===== src/rtl/alarm_pkg.sv =====
`timescale 1ns/1ps
package alarm_pkg;
  localparam int unsigned ADDR_W = 7;
  localparam int unsigned DATA_W = 32;

  localparam logic [ADDR_W-1:0] OFF_CTRL = 7'h00;
  localparam logic [ADDR_W-1:0] OFF_CNT  = 7'h04;
  localparam logic [ADDR_W-1:0] OFF_TOP  = 7'h08;
  localparam logic [ADDR_W-1:0] OFF_INIT = 7'h4C;

  localparam int unsigned BIT_FLAG = 7;
  localparam int unsigned BIT_IEN  = 6;
  localparam int unsigned SRC_LO   = 3;
  localparam int unsigned PS_LO    = 0;

  typedef enum logic [1:0] {
    SRC_OFF  = 2'd0,
    SRC_SYS  = 2'd1,
    SRC_TICK = 2'd2,
    SRC_RSVD = 2'd3
  } src_e;
endpackage


===== src/rtl/alarm_prescaler.sv =====
`timescale 1ns/1ps
module alarm_prescaler #(
  parameter int unsigned PS_W = 3
) (
  input  logic                clk,
  input  logic                rst_n,
  input  alarm_pkg::src_e     src,
  input  logic                tick_en,
  input  logic [PS_W-1:0]     ps,
  output logic                count_pulse
);
  import alarm_pkg::*;

  localparam int unsigned DIV_W = (1 << PS_W) - 1;

  logic [DIV_W-1:0] div_q;
  logic [DIV_W-1:0] mask;
  logic             src_pulse;

  // Mask of the low divider bits that must all be set before a count.
  for (genvar gi = 0; gi < DIV_W; gi++) begin : g_mask
    assign mask[gi] = (ps > PS_W'(gi));
  end

  assign src_pulse   = (src == SRC_SYS) || ((src == SRC_TICK) && tick_en);
  assign count_pulse = src_pulse && ((div_q & mask) == mask);

  always_ff @(posedge clk) begin
    if (!rst_n) begin
      div_q <= '0;
    end else if (src == SRC_OFF) begin
      div_q <= '0;
    end else if (src_pulse) begin
      div_q <= div_q + 1'b1;
    end
  end

  AST_STOP_CLEARS_DIV: assert property (@(posedge clk) disable iff (!rst_n)
    (src == SRC_OFF) |=> (div_q == '0));
  AST_RSVD_NO_COUNT: assert property (@(posedge clk) disable iff (!rst_n)
    (src == SRC_RSVD) |-> !count_pulse);
endmodule


===== src/rtl/alarm_counter.sv =====
`timescale 1ns/1ps
module alarm_counter #(
  parameter int unsigned CW = 16
) (
  input  logic          clk,
  input  logic          rst_n,
  input  logic          step,
  input  logic          reload,
  input  logic [CW-1:0] init_val,
  input  logic [CW-1:0] top_val,
  output logic [CW-1:0] cnt,
  output logic          wrap
);
  assign wrap = step && !reload && (cnt == top_val);

  always_ff @(posedge clk) begin
    if (!rst_n) begin
      cnt <= '0;
    end else if (reload || wrap) begin
      cnt <= init_val;
    end else if (step) begin
      cnt <= cnt + 1'b1;
    end
  end

  AST_STEP_INCR: assert property (@(posedge clk) disable iff (!rst_n)
    (step && !reload && (cnt != top_val)) |=> (cnt == CW'($past(cnt) + 1'b1)));
  AST_WRAP_RELOAD: assert property (@(posedge clk) disable iff (!rst_n)
    wrap |=> (cnt == $past(init_val)));
  AST_WRITE_RELOAD: assert property (@(posedge clk) disable iff (!rst_n)
    reload |=> (cnt == $past(init_val)));
  AST_IDLE_HOLDS: assert property (@(posedge clk) disable iff (!rst_n)
    (!step && !reload) |=> $stable(cnt));
endmodule


===== src/rtl/alarm_regs.sv =====
`timescale 1ns/1ps
module alarm_regs #(
  parameter int unsigned CW     = 16,
  parameter int unsigned PS_W   = 3,
  parameter int unsigned ADDR_W = alarm_pkg::ADDR_W,
  parameter int unsigned DATA_W = alarm_pkg::DATA_W
) (
  input  logic              clk,
  input  logic              rst_n,
  input  logic              bus_en,
  input  logic              bus_we,
  input  logic [ADDR_W-1:0] bus_addr,
  input  logic [DATA_W-1:0] bus_wdata,
  output logic [DATA_W-1:0] bus_rdata,
  input  logic [CW-1:0]     cnt,
  input  logic              wrap,
  output alarm_pkg::src_e   src,
  output logic [PS_W-1:0]   ps,
  output logic [CW-1:0]     init_val,
  output logic [CW-1:0]     top_val,
  output logic              cnt_reload,
  output logic              irq
);
  import alarm_pkg::*;

  logic flag_q;
  logic ien_q;
  logic wr_ctrl, wr_top, wr_init, rd_req;
  logic [DATA_W-1:0] ctrl_word;

  assign rd_req     = bus_en && !bus_we;
  assign wr_ctrl    = bus_en && bus_we && (bus_addr == OFF_CTRL);
  assign wr_top     = bus_en && bus_we && (bus_addr == OFF_TOP);
  assign wr_init    = bus_en && bus_we && (bus_addr == OFF_INIT);
  assign cnt_reload = bus_en && bus_we && (bus_addr == OFF_CNT);
  assign irq        = flag_q && ien_q;

  always_comb begin
    ctrl_word                    = '0;
    ctrl_word[BIT_FLAG]          = flag_q;
    ctrl_word[BIT_IEN]           = ien_q;
    ctrl_word[SRC_LO +: 2]       = src;
    ctrl_word[PS_LO +: PS_W]     = ps;
  end

  always_ff @(posedge clk) begin
    if (!rst_n) begin
      ien_q    <= 1'b0;
      src      <= SRC_OFF;
      ps       <= '0;
      top_val  <= '1;
      init_val <= '0;
    end else begin
      if (wr_ctrl) begin
        ien_q <= bus_wdata[BIT_IEN];
        src   <= src_e'(bus_wdata[SRC_LO +: 2]);
        ps    <= bus_wdata[PS_LO +: PS_W];
      end
      if (wr_top)  top_val  <= bus_wdata[CW-1:0];
      if (wr_init) init_val <= bus_wdata[CW-1:0];
    end
  end

  // Hardware set wins over a software clear in the same cycle.
  always_ff @(posedge clk) begin
    if (!rst_n) begin
      flag_q <= 1'b0;
    end else if (wrap) begin
      flag_q <= 1'b1;
    end else if (wr_ctrl && !bus_wdata[BIT_FLAG]) begin
      flag_q <= 1'b0;
    end
  end

  always_ff @(posedge clk) begin
    if (!rst_n) begin
      bus_rdata <= '0;
    end else if (rd_req) begin
      case (bus_addr)
        OFF_CTRL: bus_rdata <= ctrl_word;
        OFF_CNT:  bus_rdata <= DATA_W'(cnt);
        OFF_TOP:  bus_rdata <= DATA_W'(top_val);
        OFF_INIT: bus_rdata <= DATA_W'(init_val);
        default:  bus_rdata <= '0;
      endcase
    end
  end

  AST_FLAG_ONLY_FROM_WRAP: assert property (@(posedge clk) disable iff (!rst_n)
    $rose(flag_q) |-> $past(wrap));
  AST_COLLIDE_KEEPS_FLAG: assert property (@(posedge clk) disable iff (!rst_n)
    (wrap && wr_ctrl && !bus_wdata[BIT_FLAG]) |=> flag_q);
  AST_CLEAR_WORKS: assert property (@(posedge clk) disable iff (!rst_n)
    (wr_ctrl && !bus_wdata[BIT_FLAG] && !wrap) |=> !flag_q);
  AST_WRITE_ONE_INERT: assert property (@(posedge clk) disable iff (!rst_n)
    (wr_ctrl && bus_wdata[BIT_FLAG] && !wrap && !flag_q) |=> !flag_q);
endmodule


===== src/rtl/mod_alarm_timer.sv =====
`timescale 1ns/1ps
module mod_alarm_timer #(
  parameter int unsigned CW     = 16,
  parameter int unsigned PS_W   = 3,
  parameter int unsigned ADDR_W = alarm_pkg::ADDR_W,
  parameter int unsigned DATA_W = alarm_pkg::DATA_W
) (
  input  logic              clk,
  input  logic              rst_n,
  input  logic              tick_en,
  input  logic              bus_en,
  input  logic              bus_we,
  input  logic [ADDR_W-1:0] bus_addr,
  input  logic [DATA_W-1:0] bus_wdata,
  output logic [DATA_W-1:0] bus_rdata,
  output logic              irq
);
  import alarm_pkg::*;

  src_e            src;
  logic [PS_W-1:0] ps;
  logic [CW-1:0]   init_val, top_val, cnt;
  logic            cnt_reload, step, wrap;

  alarm_regs #(.CW(CW), .PS_W(PS_W), .ADDR_W(ADDR_W), .DATA_W(DATA_W)) u_regs (
    .clk(clk), .rst_n(rst_n),
    .bus_en(bus_en), .bus_we(bus_we), .bus_addr(bus_addr),
    .bus_wdata(bus_wdata), .bus_rdata(bus_rdata),
    .cnt(cnt), .wrap(wrap),
    .src(src), .ps(ps), .init_val(init_val), .top_val(top_val),
    .cnt_reload(cnt_reload), .irq(irq)
  );

  alarm_prescaler #(.PS_W(PS_W)) u_presc (
    .clk(clk), .rst_n(rst_n), .src(src), .tick_en(tick_en),
    .ps(ps), .count_pulse(step)
  );

  alarm_counter #(.CW(CW)) u_cnt (
    .clk(clk), .rst_n(rst_n), .step(step), .reload(cnt_reload),
    .init_val(init_val), .top_val(top_val), .cnt(cnt), .wrap(wrap)
  );

  AST_IRQ_NEEDS_WRAP: assert property (@(posedge clk) disable iff (!rst_n)
    $rose(irq) |-> ($past(wrap) || $past(bus_en && bus_we && (bus_addr == OFF_CTRL))));
endmodule


===== config.mk =====
export PLATFORM = sky130hd
export DESIGN_NAME = mod_alarm_timer
export DESIGN_NICKNAME = d
export VERILOG_FILES = /design/src/rtl/alarm_pkg.sv /design/src/rtl/alarm_prescaler.sv /design/src/rtl/alarm_counter.sv /design/src/rtl/alarm_regs.sv /design/src/rtl/mod_alarm_timer.sv
export SDC_FILE = /design/constraint.sdc
export NUM_CORES = 1
export LEC_CHECK = 0
export BUFFER_PORTS_ARGS = -buffer_cell sky130_fd_sc_hd__buf_2
export CAP_MARGIN = 20
export CORE_UTILIZATION = 50
export DETAILED_ROUTE_END_ITERATION = 12
export GPL_TIMING_DRIVEN = 0
export PLACE_DENSITY_LB_ADDON = 0.2
export SYNTH_ARGS = -nofsm -noshare
export SYNTH_HDL_FRONTEND = slang
export SYNTH_SLANG_ARGS = --single-unit

===== constraint.sdc =====
create_clock -name clk -period 1.75 [get_ports clk]
set_input_delay 0.0875 -clock clk [delete_from_list [all_inputs] [get_ports clk]]
set_output_delay 0.0875 -clock clk [all_outputs]
set_load 0.02 [all_outputs]

Word level (Yosys, flattened, before mapping). Cells that the tools add are included.

Word-level logic and storage cells: 54. Output and inout port bits: 33. Input bits: 44. Register bits after elaboration: 94.

Bitwise gates (word level): 2. Reduce and logical (&&, ||, !) cells: 22. $lt $le $gt $ge: 7. Mux-type cells: 5. Equality and inequality tests: 7. Add/subtract/negate cells: 2.

Operators with widths (count): case mux 16 bit (4 select lines) (1); two-way mux 16 bit (2); adder 16 x 1 -> 16 bit (second input constant) (1); equality test 16 bit (1); logical AND 1 bit (12); > comparator 3 bit (second input constant) (3); adder 7 x 1 -> 7 bit (second input constant) (1); bitwise AND 7 bit (1); equality test 7 x 3 -> 1 bit (second input constant) (1); equality test 7 x 4 -> 1 bit (second input constant) (1); equality test 7 bit (1); equality test 7 bit (second input constant) (1); zero test 7 bit (1); > comparator 3 x 1 -> 1 bit (second input constant) (2); > comparator 3 x 2 -> 1 bit (second input constant) (2); nonzero test 2 bit (2); zero test 1 bit (3); equality test 2 x 1 -> 1 bit (second input constant) (1); equality test 2 bit (second input constant) (1); zero test 2 bit (1); logical OR 1 bit (2); two-way mux 1 bit (2); OR reduction 2 bit (1); NOT 1 bit (1).

Depth between registers and ports, before layout. Gate-level depths: netlist (run 1).

Depth in word-level cells: 8. Gate-level depth with buffers: 10. Mapped depth without buffers: 7.

Modules after synthesis. A second synthesis (run 1) with hierarchy kept.

Cell total of the unflattened synthesis: 472. Area, all modules: 4161.5 µm².

By module, submodules not included: alarm_regs (area each 2511.2 µm², times used 1, cells an instance 278, sequential area each 1101.1 µm²); alarm_counter (area each 1199.9 µm², times used 1, cells an instance 140, sequential area each 320.3 µm²); alarm_prescaler (area each 450.4 µm², times used 1, cells an instance 54, sequential area each 140.1 µm²).

Worst setup path before layout (run 1). No wires, ideal clock.

Kind: register -> register. From: reg u_regs.src[0]. To: reg u_cnt.cnt[1]. Library setup time: 0.128 ns. Clock period less this slack: 1.905 ns. Stages on the path, launching flop included: 8. Path slack: -0.155 ns. Path buffers: 0. Required time: 1.622 ns. Arrival time: 1.778 ns. Cells stage by stage: dfxtp_1 -> and2b_2 -> a21oi_1 -> a211o_1 -> nor2_1 -> mux2_2 -> mux2i_1 -> nor2_1.

Cells in the longest elaborated chain, start to end: 8. Elaborated cells on any way between the ends: 10. Classes of those cells: eq/ne (2); mux (1); reduce/logical (7).

RTL lines: start: declaration (RTL line alarm_regs.sv:17) `output alarm_pkg::src_e src,`; start signal: assignment (RTL line alarm_regs.sv:56) `src <= src_e'(bus_wdata[SRC_LO +: 2]);`; equality test 2 bit (RTL line alarm_prescaler.sv:25) `assign src_pulse = (src == SRC_SYS) || ((src == SRC_TICK) && tick_en);`; logical AND 1 bit (RTL line alarm_prescaler.sv:25); logical OR 1 bit * (RTL line alarm_prescaler.sv:25); logical AND 1 bit * (RTL line alarm_prescaler.sv:26) `assign count_pulse = src_pulse && ((div_q & mask) == mask);`; logical AND 1 bit (2 in series) (RTL line alarm_counter.sv:14) `assign wrap = step && !reload && (cnt == top_val);`; logical OR 1 bit (RTL line alarm_counter.sv:19) `end else if (reload || wrap) begin`; two-way mux 16 bit / nonzero test 2 bit (equally long branches); end signal: assignment (RTL line alarm_counter.sv:20) `cnt <= init_val;`; end signal: assignment (RTL line alarm_counter.sv:22) `cnt <= cnt + 1'b1;`; end: declaration (RTL line alarm_counter.sv:11) `output logic [CW-1:0] cnt,`.

Mark *: on every way between the ends. The rest lies on a longest branch, timed or not. A chain may end at the register's enable or synchronous reset.

Final worst setup path (run 1).
From: reg u_cnt.cnt[10]. To: reg u_cnt.cnt[15].

Cells in the longest elaborated chain, start to end: 4. Elaborated cells on any way between the ends: 7. Classes of those cells: add/sub (1); eq/ne (1); mux (2); reduce/logical (3).

RTL lines: branches (longest 4 deep; another with adder 16 x 1 -> 16 bit).

Several ways; the timed one is not identified. The select of a mux whose other input is x is not followed.

==> summary.txt, run 1 <==
Outcome
  • Run status: finished with violations
  • Failing checks: negative setup slack

Timing
  • Shortest period the worst path allows: 2050 ps
  • FMAX: between 400 and 500 MHz
  • RSZ-0062 raised after global routing: yes
  • Setup violators final: 16
  • Least-Margin Pin Slew: 616 ps
  • Final hold vios: 0
  • Skew final: 10.4 ps
  • Slew Limit Fails: 0
  • Min Hold Slack: about 6.3 ps
  • Max-slew headroom: 58.5%
  • Final period utilization: 117%
  • TNS Setup: -4100 ps
  • Setup WS post-layout: -300 ps

Layout
  • ANT cells: 0
  • Final core occ: 67.0%
  • Final Net Count: 609
  • Area occupied by multi-input gates: 2200 µm²
  • Area grow syn2layout: 26.9%
  • Filler instances: 619
  • Ratio of cells with drive above 1 in the final layout: 26.4%
  • Reg area: 1580 µm²

Global route
  • First-pass GRT wire length: 17.1 mm
  • Vias in the first global route: 3,388
  • Busiest layer in global routing: met2
  • GR Util met3: about 3.6%
  • Met1 global-route usage: between 30% and 40%
  • Gr usage total: between 20% and 30%
  • Grt ovf: 0
  • Largest net degree at the start of global routing: 14
  • Antenna violations before repair: 0
  • M2 GR Usage: 42.5%

Logic synthesis
  • Share of the synthesized area in the top cell type: around 40%
  • Asr flop ratio synth: 0%
  • EDFF count, synth: 0
  • Area leader, netlist: dfxtp_1
  • Seq cells post-synth: 78
  • Mean post-synth cell area: 8.34 µm²
  • Seq/Total Area, Yosys: 40.1%
  • Yosys warnings: 0
  • Netlist area before placement: 3890 µm²
  • Main synth FF type: dfxtp_1
  • Number of distinct library cells after synthesis: 46
  • Post-synthesis instance total: between 400 and 500
  • Top post-synthesis cells by area: dfxtp_1 (40%), nand2_1 (8.0%), a21oi_1 (6.8%)

Critical path
  • CP max stage cell: dfxtp_4
  • Data required time of the critical path: between 1500 and 2000 ps
  • R2R cell count: 9
  • Critical Path AT: 2290 ps
  • Crit path capture type: flop
  • Max stage delay on crit path: 360 ps
  • Setup CP Type: flop to flop
  • Worst-path maximum fanout: 5
  • CP startpoint kind: flop
  • CP cell instances: xor2_1 > nor4_2 > nand4_1 > o31ai_4 > or2_0 > buf_4 > buf_12 > buf_8 > o2bb2ai_2

Hold path
  • Hold Path Depth: 3
  • Hold crit path type: primary input to flop

Clocking
  • Worst-skew pair later-pin latency: ~360 ps
  • Worst-path clk slew: about 90 ps
  • CTS Sinks: 78
  • Root Buffer Master: clkbuf_8
  • Clock tree buffer depth: 2
  • Total CTS buffers: 9
  • H-tree levels: 3
  • TritonCTS clock tree: done

Route
  • Initial DRC Count: 295
  • Drt total wl: 10.5 mm
  • Vias per cell: 5.43
  • Vias: roughly 3,600
  • Per-cell routed wire length: 15.8 µm
  • Drt pass-1 iters: 6
  • Antenna-violating nets left: 0
  • DRC violations left: 0

Floorplanning
  • Die Height: 90.2 µm
  • Placeable Area: 7370 µm²
  • I/O pin cnt: 77
  • Std cell rows: 31
  • Initial Util: between 50% and 60%
  • Die X: about 90 µm
  • Die Area: 8140 µm²

Placed design
  • DP HPWL: 7.24 mm
  • Final Wtd Congestion: 0.894
  • Dpl ws: -611 ps
  • Number of port buffers: 43

Job
  • Max-Cap Viols: 0

Power and ir drop
  • Pwr dens: 679 nW/µm²
  • Max VDD drop: 0.584 mV
  • Total Power: 3350 µW
  • Leakage: 0.00185 µW
-- layout by cell type, fill, tap and decap left out, drive strengths merged, types with 16 or more instances in the layout --
master,instances
dfxtp,78
buf,84
a22oi,24
a21oi,53
clkbuf,25
conb,16
nor2,40
nand2,83
xor2,24
nand3,27
-- layer usage --
layer	vias up	routed length (µm)
met5	-	0
li1	1771	-
met4	0	182
met1	1687	4810
met3	16	775
met2	147	4760
-- power breakdown --
| part | total (µW) | leakage, µW | internal (µW) | switching, µW |
|---|---|---|---|---|
| logic | 241 | 0.00113 | 107 | 133 |
| clock network | 1340 | 0.0000883 | 654 | 686 |
| registers | 1770 | 0.000634 | 1770 | 1.89 |
| total | 3350 | 0.00185 | 2530 | 821 |
-- worst max-delay path, delay by kind of cell, from the launching register on --
kind | cells | cell delay [ps]
DFF | 1 | 360
and+or+nand+nor | 3 | 740
buffers and inverters | 3 | 370
AOI/OAI and AO/OA | 2 | 300
xor gates and xnor gates | 1 | 170
-- cell families (layout without fill, tap and decap cells) --
| group | count (synthesis) | in the layout | share of synthesized area, % |
|---|---|---|---|
| fa+ha+maj | 2 | 2 | 0.643 |
| buf+inv | 52 | 138 | 7.71 |
| simple gates | 185 | 185 | 22.0 |
| xor+xnor | 36 | 36 | 8.10 |
| mux | 10 | 10 | 2.60 |
| flops | 78 | 78 | 40.1 |
| compound gates | 103 | 103 | 18.7 |
| other cells | 1 | 16 | 0.0963 |
-- synthesized netlist by cell type, drive strengths merged (7+ instances only) --
library cell,instances
nand2,83
dfxtp,78
a21oi,53
nor2,40
nand3,27
buf,25
a22oi,24
xor2,24
clkbuf,18
o2bb2ai,14
xnor2,12
mux2i,9
nor4,9
inv,8
nor3,7
-- area by class of cell --
type                    count  share of cell area [%]
well taps                  99                    2.51
flip-flops and latches     78                    32.0
inverters                   9                   0.684
plain buffers              40                    5.83
repair buffers             73                    10.6
multi-input cells         352                    44.6
clock inverters             6                    1.27
clock buffers              10                    2.58
-- path summary, 6_finish.rpt --
check,startpoint,endpoint,slack [ps]
setup / recovery,u_cnt.cnt[10],u_cnt.cnt[15],-300
hold / removal,bus_wdata[3],u_regs.top_val[3],6
setup reg to reg,u_cnt.cnt[10],u_cnt.cnt[15],-300
hold reg to reg,u_regs.init_val[0],u_regs.init_val[0],480
-- stage by stage --
step                instance area, µm²  cells
global route                      4940    667
CTS                               4880    665
global placement                  4330    624
detailed placement                4330    624
finish                            4940    667
floorplan                         3990    482
-- repair_timing --
item                       4_1_cts  5_1_grt
hold buffers                    14        0
hold endpoints to repair        25        0
pin swaps                        7        1
setup endpoints to repair       40       57
resized for setup               22       16
gates cloned                     1        0
setup buffers                   11        4
-- sequential cells by signal (all words and copies together) (netlist names), 2 cells and up --
| signal | flops |
|---|---|
| u_regs.src | 2 |
| u_regs.ps | 3 |
| u_regs.top_val | 16 |
| u_presc.div_q | 7 |
| u_cnt.cnt | 16 |
| u_regs.init_val | 16 |
| u_regs.bus_rdata | 16 |
(Power assumes the default switching activity.)
==> inputs of run 2 (changes only) <==
- SYNTH_HIERARCHICAL: not set -> 1
==> summary.txt, run 2 <==
Placed design
  • Number of port buffers: 44
  • Total instance count after detailed placement: roughly 630
  • Final Wtd Congestion: around 0.9
  • Placed inst area: 4590 µm²
  • DP HPWL: 8.20 mm

Critical path
  • Levels on crit path: 11
  • Crit path capture type: flop
  • Max stage delay on crit path: 370 ps
  • R2R cell count: 11
  • Setup CP Type: flop to flop
  • CP cell instances: inv_2 > o21ai_2 > a221o_1 > a222oi_1 > buf_4 > and3_4 > nand4_4 > o21ai_4 > buf_6 > buf_12 > mux2i_1
  • Critical Path AT: between 2000 and 3000 ps
  • CP max stage cell: dfxtp_4
  • Delay-heaviest family, CP: compound AO/OA/AOI/OAI gates
  • Reg2reg start: u_regs/ps[1]
  • WP buf/inv: 4
  • R2R Path End: u_cnt/cnt[11]
  • Data required time of the critical path: 2030 ps
  • Worst-path maximum fanout: 5
  • R2r setup slk: -570 ps
  • CP startpoint kind: flop

Timing
  • Final hold vios: 0
  • Setup violators final: 17
  • RSZ-0062 raised after global routing: yes
  • Final period utilization: 133%
  • Slew Limit Fails: 0
  • Shortest period the worst path allows: 2320 ps
  • Setup WS post-layout: -569 ps
  • Min Hold Slack: 105 ps
  • Least-Margin Pin Slew: 646 ps
  • Skew final: 7.59 ps
  • FMAX: 431 MHz
  • Max-slew headroom: 56.8%

Route
  • Drt pass-1 iters: 5
  • Vias per cell: 5.68
  • Initial DRC Count: ~330
  • Vias: 3,838
  • Per-cell routed wire length: 16.8 µm
  • Antenna-violating nets left: 0
  • DRC violations left: 0
  • Drt total wl: 11.3 mm

Logic synthesis
  • Area leader, netlist: dfxtp_1
  • Most common cell in the netlist: nand2_1
  • Most frequent cells after synthesis: nand2_1 (79), dfxtp_1 (78), mux2i_1 (43)
  • Number of distinct library cells after synthesis: 56
  • EDFF count, synth: 0
  • Main synth FF type: dfxtp_1
  • Share of the synthesized area in the top cell type: 37.5%
  • Netlist area before placement: 4160 µm²
  • Yosys warnings: 6
  • Top post-synthesis cells by area: dfxtp_1 (38%), mux2i_1 (10%), nand2_1 (7.1%)
  • Seq cells post-synth: 78
  • Asr flop ratio synth: 0%
  • Seq/Total Area, Yosys: 37.5%
  • Post-synthesis instance total: 472
  • Mean post-synth cell area: 8.82 µm²

Global route
  • Vias in the first global route: between 3,000 and 4,000
  • Grt ovf: 0
  • First-pass GRT wire length: 18.2 mm
  • Gr usage total: 27.7%
  • Largest net degree at the start of global routing: 15
  • Antenna violations before repair: 0

Clocking
  • Clock tree buffer depth: 2
  • CTS Sinks: 78
  • Root Buffer Master: clkbuf_8
  • TritonCTS clock tree: done
  • H-tree levels: 3
  • Worst-path clk slew: 90 ps
  • Total CTS buffers: 9
  • Worst-skew pair later-pin latency: around 350 ps

Floorplanning
  • Die Height: 93.2 µm
  • Std cell rows: 32
  • Die X: 93.2 µm
  • Die Area: 8690 µm²
  • Initial Util: a little over half
  • Placeable Area: just under 8000 µm²
  • I/O pin cnt: 77

Outcome
  • Run status: finished with violations
  • Failing checks: negative setup slack

Layout
  • Final core occ: 64.3%
  • Commonest non-fill, non-tap cells in the layout: nand2_1 (79), dfxtp_1 (75), buf_2 (50)
  • Area occupied by multi-input gates: 2390 µm²
  • Final cell count without fillers: 676
  • ANT cells: 0
  • Ratio of cells with drive above 1 in the final layout: roughly a fifth
  • Most common cell after layout, fill and taps aside: nand2_1
  • Final Net Count: between 600 and 700
  • Finished Cell Area: 5070 µm²
  • Filler instances: between 600 and 700
  • Area grow syn2layout: 21.9%
  • Reg area: 1570 µm²

Hold path
  • Hold crit path type: primary input to flop
  • Hold Path Depth: 2
  • Worst hold start: rst_n
  • Hold EP: u_presc/div_q[0]

Power and ir drop
  • Max VDD drop: just over 0.5 mV
  • Pwr dens: 678 nW/µm²
  • Total Power: 3440 µW
  • Leakage: 0.00210 µW

Job
  • Max-Cap Viols: 0
-- run 2: cell count changes after synthesis, moves of 6 or more --
cell	previous run	this run
xor2_1	24	17
a22oi_1	24	8
nor2b_1	1	10
mux2i_1	9	43
a32oi_1	0	7
a22o_1	0	14
o2bb2ai_2	10	0
a21oi_1	53	8
o21ai_0	5	33
nor2_1	39	12
nor4_1	8	2
-- run 2: stage by stage --
step,setup TNS [ps],setup WS (ps)
6_report,-8900,-569
5_1_grt,-10280,-656
4_1_cts,-9230,-571
3_3_place_gp,-10860,-719
3_5_place_dp,-11220,-728
2_1_floorplan,-6560,-457
-- run 2: area by class of cell --
class | instances | area share (%)
tap | 102 | 2.52
timing repair buffer | 71 | 9.67
inverter | 7 | 0.518
multi-input combinational | 359 | 47.2
sequential | 78 | 31.0
buffer | 43 | 5.23
clock inverter | 6 | 1.38
clock buffer | 10 | 2.52
-- run 2: where the power goes --
part / switching, µW / leakage [µW] / total (µW) / internal [µW]
logic: 166 / 0.00138 / 280 / 115
clock network: 717 / 0.0000895 / 1390 / 670
registers: 1.74 / 0.000631 / 1770 / 1770
-- run 2: worst max path at each step --
stage,from,end,slack (ps)
finish,u_regs/ps[1],u_cnt/cnt[11],-570
global placement,u_regs/ps[1],u_cnt/cnt[7],-720
CTS,u_regs/ps[1],u_cnt/cnt[12],-570
floorplan,u_regs/ps[1],u_cnt/cnt[10],-460
detailed placement,u_presc/div_q[2],u_cnt/cnt[11],-730
global route,u_regs/ps[1],u_cnt/cnt[14],-660
-- run 2: routing by layer --
| metal | vias up | track usage (%) | share of wire, % |
|---|---|---|---|
| li1 | 1841 | - | - |
| met1 | 1791 | 38.7 | 47 |
| met2 | 179 | 42.8 | 43 |
| met3 | 27 | 3.74 | 7.2 |
| met4 | 0 | 11.4 | 2.5 |
| met5 | - | 0 | 0 |
-- run 2: logic make-up (layout without fill, tap and decap cells) --
| logic type | count (synthesis) | after routing | share of synthesized area (%) |
|---|---|---|---|
| AOI/OAI and AO/OA | 93 | 93 | 15.2 |
| DFF | 78 | 78 | 37.5 |
| adders and majority gates | 2 | 2 | 0.601 |
| other | 1 | 16 | 0.0901 |
| muxes | 46 | 46 | 11.2 |
| xor gates and xnor gates | 33 | 33 | 6.95 |
| and+or+nand+nor | 169 | 169 | 21.5 |
| buffers and inverters | 50 | 137 | 6.92 |
-- run 2: what timing repair did --
| action | CTS | global route |
|---|---|---|
| setup buffers | 10 | 2 |
| hold buffers | 16 | 0 |
| pin swaps | 1 | 0 |
| setup endpoints to repair | 17 | 17 |
| gates cloned | 1 | 0 |
| resized for setup | 6 | 8 |
| endpoints found under the hold margin | 26 | 0 |
